==> src/rtl/t1_dlink_pkg.sv <==
package t1_dlink_pkg;
  typedef enum logic [1:0] {
    MODE_ESF = 2'b00,
    MODE_SF  = 2'b01,
    MODE_ZB  = 2'b10,
    MODE_OFF = 2'b11
  } dl_mode_e;

  localparam int unsigned FRAME_BITS = 193;
  localparam int unsigned MF_FRAMES  = 24;
  localparam int unsigned SF_FRAMES  = 12;
  localparam int unsigned ZB_STRIDE  = 4;
endpackage

==> src/rtl/t1_dlink_bit_pos.sv <==
module t1_dlink_bit_pos #(
  parameter int unsigned FRAME_BITS = t1_dlink_pkg::FRAME_BITS,
  localparam int unsigned CNT_W     = $clog2(FRAME_BITS)
) (
  input  logic clk_i,
  input  logic rst_ni,
  input  logic frm_start_i,
  output logic tick_o
);
  localparam logic [CNT_W-1:0] LAST_POS = CNT_W'(FRAME_BITS - 1);
  localparam logic [CNT_W-1:0] PRE_POS  = CNT_W'(FRAME_BITS - 2);

  logic [CNT_W-1:0] cnt_q, pos;

  assign pos    = frm_start_i ? '0 : cnt_q;
  // register update lands on the last bit position of the frame
  assign tick_o = (pos == PRE_POS);

  always_ff @(posedge clk_i or negedge rst_ni) begin
    if (!rst_ni)              cnt_q <= '0;
    else if (pos == LAST_POS) cnt_q <= '0;
    else                      cnt_q <= pos + 1'b1;
  end
endmodule

==> src/rtl/t1_dlink_slot_sel.sv <==
module t1_dlink_slot_sel #(
  parameter int unsigned MF_FRAMES = t1_dlink_pkg::MF_FRAMES,
  parameter int unsigned SF_FRAMES = t1_dlink_pkg::SF_FRAMES,
  parameter int unsigned ZB_STRIDE = t1_dlink_pkg::ZB_STRIDE,
  localparam int unsigned FRM_W    = $clog2(MF_FRAMES)
) (
  input  t1_dlink_pkg::dl_mode_e mode_i,
  input  logic [FRM_W-1:0]       frm_idx_i,
  output logic                   slot_o
);
  import t1_dlink_pkg::*;

  logic esf_slot, sf_slot, zb_slot;

  assign esf_slot = ~frm_idx_i[0];
  assign sf_slot  = frm_idx_i[0] && (frm_idx_i < FRM_W'(SF_FRAMES));

  generate
    if ((ZB_STRIDE & (ZB_STRIDE - 1)) == 0 && ZB_STRIDE > 1) begin : g_zb_pow2
      localparam int unsigned ZW = $clog2(ZB_STRIDE);
      assign zb_slot = (frm_idx_i[ZW-1:0] == '0);
    end else begin : g_zb_mod
      assign zb_slot = ((32'(frm_idx_i) % ZB_STRIDE) == 0);
    end
  endgenerate

  always_comb begin
    unique case (mode_i)
      MODE_ESF: slot_o = esf_slot;
      MODE_SF:  slot_o = sf_slot;
      MODE_ZB:  slot_o = zb_slot;
      default:  slot_o = 1'b0;
    endcase
  end
endmodule

==> src/rtl/t1_dlink_out_stage.sv <==
module t1_dlink_out_stage (
  input  logic clk_i,
  input  logic rst_ni,
  input  logic cap_i,
  input  logic slot_i,
  input  logic bit_i,
  input  logic tick_i,
  output logic data_o,
  output logic lclk_o
);
  logic pend_vld_q, pend_bit_q;

  always_ff @(posedge clk_i or negedge rst_ni) begin
    if (!rst_ni) begin
      pend_vld_q <= 1'b0;
      pend_bit_q <= 1'b0;
    end else if (cap_i) begin
      pend_vld_q <= slot_i;
      pend_bit_q <= bit_i;
    end else if (tick_i) begin
      pend_vld_q <= 1'b0;
    end
  end

  always_ff @(posedge clk_i or negedge rst_ni) begin
    if (!rst_ni) begin
      data_o <= 1'b0;
      lclk_o <= 1'b0;
    end else if (tick_i) begin
      lclk_o <= pend_vld_q;
      if (pend_vld_q) data_o <= pend_bit_q;
    end
  end
endmodule

==> src/rtl/t1_dlink_rx.sv <==
module t1_dlink_rx #(
  parameter int unsigned FRAME_BITS = t1_dlink_pkg::FRAME_BITS,
  parameter int unsigned MF_FRAMES  = t1_dlink_pkg::MF_FRAMES,
  localparam int unsigned FRM_W     = $clog2(MF_FRAMES)
) (
  input  logic             clk_i,
  input  logic             rst_ni,
  input  logic             ser_i,
  input  logic             frm_start_i,
  input  logic [FRM_W-1:0] frm_idx_i,
  input  logic [1:0]       mode_i,
  output logic             data_o,
  output logic             lclk_o
);
  logic tick, slot;

  t1_dlink_bit_pos #(.FRAME_BITS(FRAME_BITS)) u_pos (
    .clk_i       (clk_i),
    .rst_ni      (rst_ni),
    .frm_start_i (frm_start_i),
    .tick_o      (tick)
  );

  t1_dlink_slot_sel #(.MF_FRAMES(MF_FRAMES)) u_sel (
    .mode_i    (t1_dlink_pkg::dl_mode_e'(mode_i)),
    .frm_idx_i (frm_idx_i),
    .slot_o    (slot)
  );

  t1_dlink_out_stage u_out (
    .clk_i  (clk_i),
    .rst_ni (rst_ni),
    .cap_i  (frm_start_i),
    .slot_i (slot),
    .bit_i  (ser_i),
    .tick_i (tick),
    .data_o (data_o),
    .lclk_o (lclk_o)
  );
endmodule

==> config.mk <==
export PLATFORM = sky130hd
export DESIGN_NAME = t1_dlink_rx
export DESIGN_NICKNAME = d
export VERILOG_FILES = /design/src/rtl/t1_dlink_pkg.sv /design/src/rtl/t1_dlink_bit_pos.sv /design/src/rtl/t1_dlink_slot_sel.sv /design/src/rtl/t1_dlink_out_stage.sv /design/src/rtl/t1_dlink_rx.sv
export SDC_FILE = /design/constraint.sdc
export NUM_CORES = 1
export LEC_CHECK = 0
export ABC_AREA = 0
export BUFFER_PORTS_ARGS = -buffer_cell sky130_fd_sc_hd__buf_2
export CAP_MARGIN = 10
export CORE_MARGIN = 1.5
export CORE_UTILIZATION = 45
export DETAILED_ROUTE_END_ITERATION = 8
export PLACE_DENSITY = 0.76
export REMOVE_ABC_BUFFERS = 1
export SYNTH_ARGS = -nofsm -noshare
export SYNTH_HDL_FRONTEND = slang
export SYNTH_SLANG_ARGS = --single-unit
==> constraint.sdc <==
create_clock -name clk_i -period 2.35 [get_ports clk_i]
set_input_delay 0.3525 -clock clk_i [delete_from_list [all_inputs] [get_ports clk_i]]
set_output_delay 0.3525 -clock clk_i [all_outputs]
set_load 0.005 [all_outputs]
==> results_dict.tcl <==
set metrics [dict create \
    holdWs_ps 311 \
    synth_cells 62 \
    area_growth_pct 18.0 \
    n_antenna_cell 0 \
    setup_slack_ps 431 \
    cp.required_ps 2510 \
    ir_worst_vdd_mv 0.431 \
    hold_path_end "u_out.pend_bit_q$_DFFE_PN0P_" \
    place_ws_ps 288 \
    hp-class "in -> reg" \
    fin_nets 93 \
    hold_start "ser_i" \
    viasPerCell 5.74 \
    place_congestion 0.812 \
    fin_cells 93 \
    synth_cell_types 27 \
    drc_errors 0 \
    dieHeight_um 40.7 \
    tns_ps 0 \
    dp.cells 89 \
    skew_ps 1.72 \
    path_common_cell "or4b_4" \
    antenna_found_initial 0 \
    placed_area_um2 722 \
    ys_warn_count 0 \
    port_buffers 12 \
    start_util_pct 48.5 \
    core-area_mm2 0.00132 \
    antenna_left 0 \
    max_freq_ghz 0.521 \
    power_density_mw_per_mm2 540 \
    grt_pass1_wl_um 2160 \
    synth.avg_cell_area_um2 10.3 \
    fin_crit_sh_pct 81.6 \
    synth_top_area_share_pct 47.0 \
    top_level_ports 13 \
    h-tree-depth 1 \
    rsz0062_at_grt "no" \
    synth.largest_area_cell "dfrtp_1" \
    drv_slew 0 \
    reg2reg_to "u_pos.cnt_q[1]$_DFF_PN0_" \
    slowest_delay_ps 520 \
    synthTopCellsByArea "dfrtp_1 (47%), mux2_2 (5.3%), or4b_4 (4.3%), ha_1 (3.9%), nand2b_1 (3.9%)" \
    crit_fanout 3 \
    dr_total_vias 534 \
    r2r_setup_slack_ps 430 \
    clkLatencyLatePin_ps 270 \
    reg2reg_from "u_pos.cnt_q[0]$_DFF_PN0_" \
    timing.final.crit_period_ps 1920 \
    seq_area_frac_synth_pct 47.0 \
    worstPathArrival_ps 2080 \
    firstDrtPassIters 4 \
    grt_usage_pct 22.0 \
    finalSetupViolCount 0 \
    outcome "finished clean" \
    crit_path_end_kind "register" \
    first_iter_violations 8 \
    grt_max_degree 13 \
    cts_buffers 3 \
    dp_hpwl_um 943 \
    root_buffer "clkbuf_4" \
    crit_chain "nand2b_1 > ha_1 > or4b_4 > or4b_4 > o21a_1" \
    slew_headroom_pct 78.1 \
    die_x_um 40.7 \
    grt.overflow.total 0 \
    critPathLaunchType "register" \
    netlist_area_um2 639 \
    maxCapViolCount 0 \
    finalHoldViolations 0 \
    path_class "reg -> reg" \
    dieArea_mm2 0.00166 \
    postLayoutCellArea_um2 754 \
    tightest_slew_ps 326 \
    post-cts-setup-buffers 0 \
    routed_wl_um 1270 \
    cts.path.max_buffers 2 \
    p_leak_nw 0.354 \
    hold_depth 2 \
    clock_sinks 12 \
    cts_tree "yes" \
    drive_above_1_share_pct 28.2 \
    fill_cells 118 \
    clk_pin_slew_ps 70 \
    power_mw 0.408 \
    cp_slowest_cell "or4b_4" \
    utilization_pct 57.3 \
    r2r_cells 5 \
    drt-wirelength-per-cell_um 13.7 \
    synth_seq_cells 12 \
    grt_pass1_vias 470 \
    rows 13 \
]
## metal layers
metal / track usage [%] / vias to the layer above / share of wire (%)
met3: 6.52 / 4 / 2.6
met2: 32.9 / 10 / 49
met5: 0 / - / 0
met1: 26.9 / 256 / 45
li1: - / 264 / -
met4: 15.0 / 0 / 3.1
## logic make-up (layout without fill, tap and decap cells)
family	Yosys count	after routing	share of synthesized area, %
multiplexers	4	4	6.85
XOR/XNOR	2	2	2.74
buffers and inverters	6	22	3.52
AO/OA/AOI/OAI	13	13	13.5
flip-flops	12	12	47.0
AND/OR/NAND/NOR	23	23	22.5
adder cells (fa/ha/maj)	2	2	3.91
## sequential cells by signal (all words and copies together) (netlist names)
signal,cells
u_pos.cnt_q,8
u_out.data_o,1
u_out.pend_bit_q,1
u_out.lclk_o,1
u_out.pend_vld_q,1
## area by class of cell
type | instances | area, um2 | share of cell area [%]
Multi-Input combinational cell | 44 | 317 | 42.0
Sequential cell | 12 | 300 | 39.8
Timing Repair Buffer | 14 | 77.6 | 10.3
Clock buffer | 3 | 22.5 | 2.99
Inverter | 5 | 18.8 | 2.49
Tap cell | 15 | 18.8 | 2.49
## cell usage after synthesis
cell type  count
ha_1           2
mux2i_1        1
dfrtp_1       12
o311ai_0       1
nand3_1        3
xor2_1         2
inv_1          5
nor3_1         1
o22ai_1        1
nor2b_1        1
o32ai_1        2
nand2_1        3
and2_1         1
o21a_1         1
o21ai_0        3
nor4_1         1
nand2b_1       4
a22o_1         1
nor2_1         3
or3_1          1
or4_1          2
or4b_4         2
clkbuf_1       1
or3b_2         1
mux2_2         3
a21o_1         1
a21oi_1        3
## power by group
part	internal [mW]	switching [mW]
Combinational	0.0305	0.0278
Sequential	0.217	0.0108
Clock	0.0593	0.0617
## worst max-delay path, delay by kind of cell (launching register included)
| kind | cells | cell delay, ps |
|---|---|---|
| AOI/OAI and AO/OA | 1 | 200 |
| adders and majority gates | 1 | 140 |
| DFF | 1 | 390 |
| and+or+nand+nor | 3 | 1080 |
## worst max-delay path by stage
stage | cells after the start | endpoint | startpoint | slack, ps
6_report | 5 | u_pos.cnt_q[1]$_DFF_PN0_ | u_pos.cnt_q[0]$_DFF_PN0_ | 430
5_1_grt | 5 | u_pos.cnt_q[1]$_DFF_PN0_ | u_pos.cnt_q[1]$_DFF_PN0_ | 370
4_1_cts | 5 | u_pos.cnt_q[2]$_DFF_PN0_ | u_pos.cnt_q[0]$_DFF_PN0_ | 430
3_5_place_dp | 6 | u_pos.cnt_q[2]$_DFF_PN0_ | frm_start_i | 290
3_3_place_gp | 6 | u_pos.cnt_q[2]$_DFF_PN0_ | frm_start_i | 320
2_1_floorplan | 5 | u_pos.cnt_q[2]$_DFF_PN0_ | u_pos.cnt_q[0]$_DFF_PN0_ | 510
## repair_timing
| item | in CTS | in global routing |
|---|---|---|
| gates resized for setup | 0 | 0 |
| hold endpoints to repair | 12 | 0 |
| endpoints found under the setup margin | 0 | 0 |
| hold buffers | 1 | 0 |
## layout by cell type (no fill, tap or decap), drive strengths merged, types with 2 or more instances in the layout
cell    instances
clkbuf          3
inv             5
buf            13
or4b            2
xor2            2
ha              2
nor2            3
nand2b          4
nand2           3
dfrtp          12
a21oi           3
nand3           3
o21ai           3
mux2            3
o32ai           2
or4             2
(Power assumes the default switching activity.)
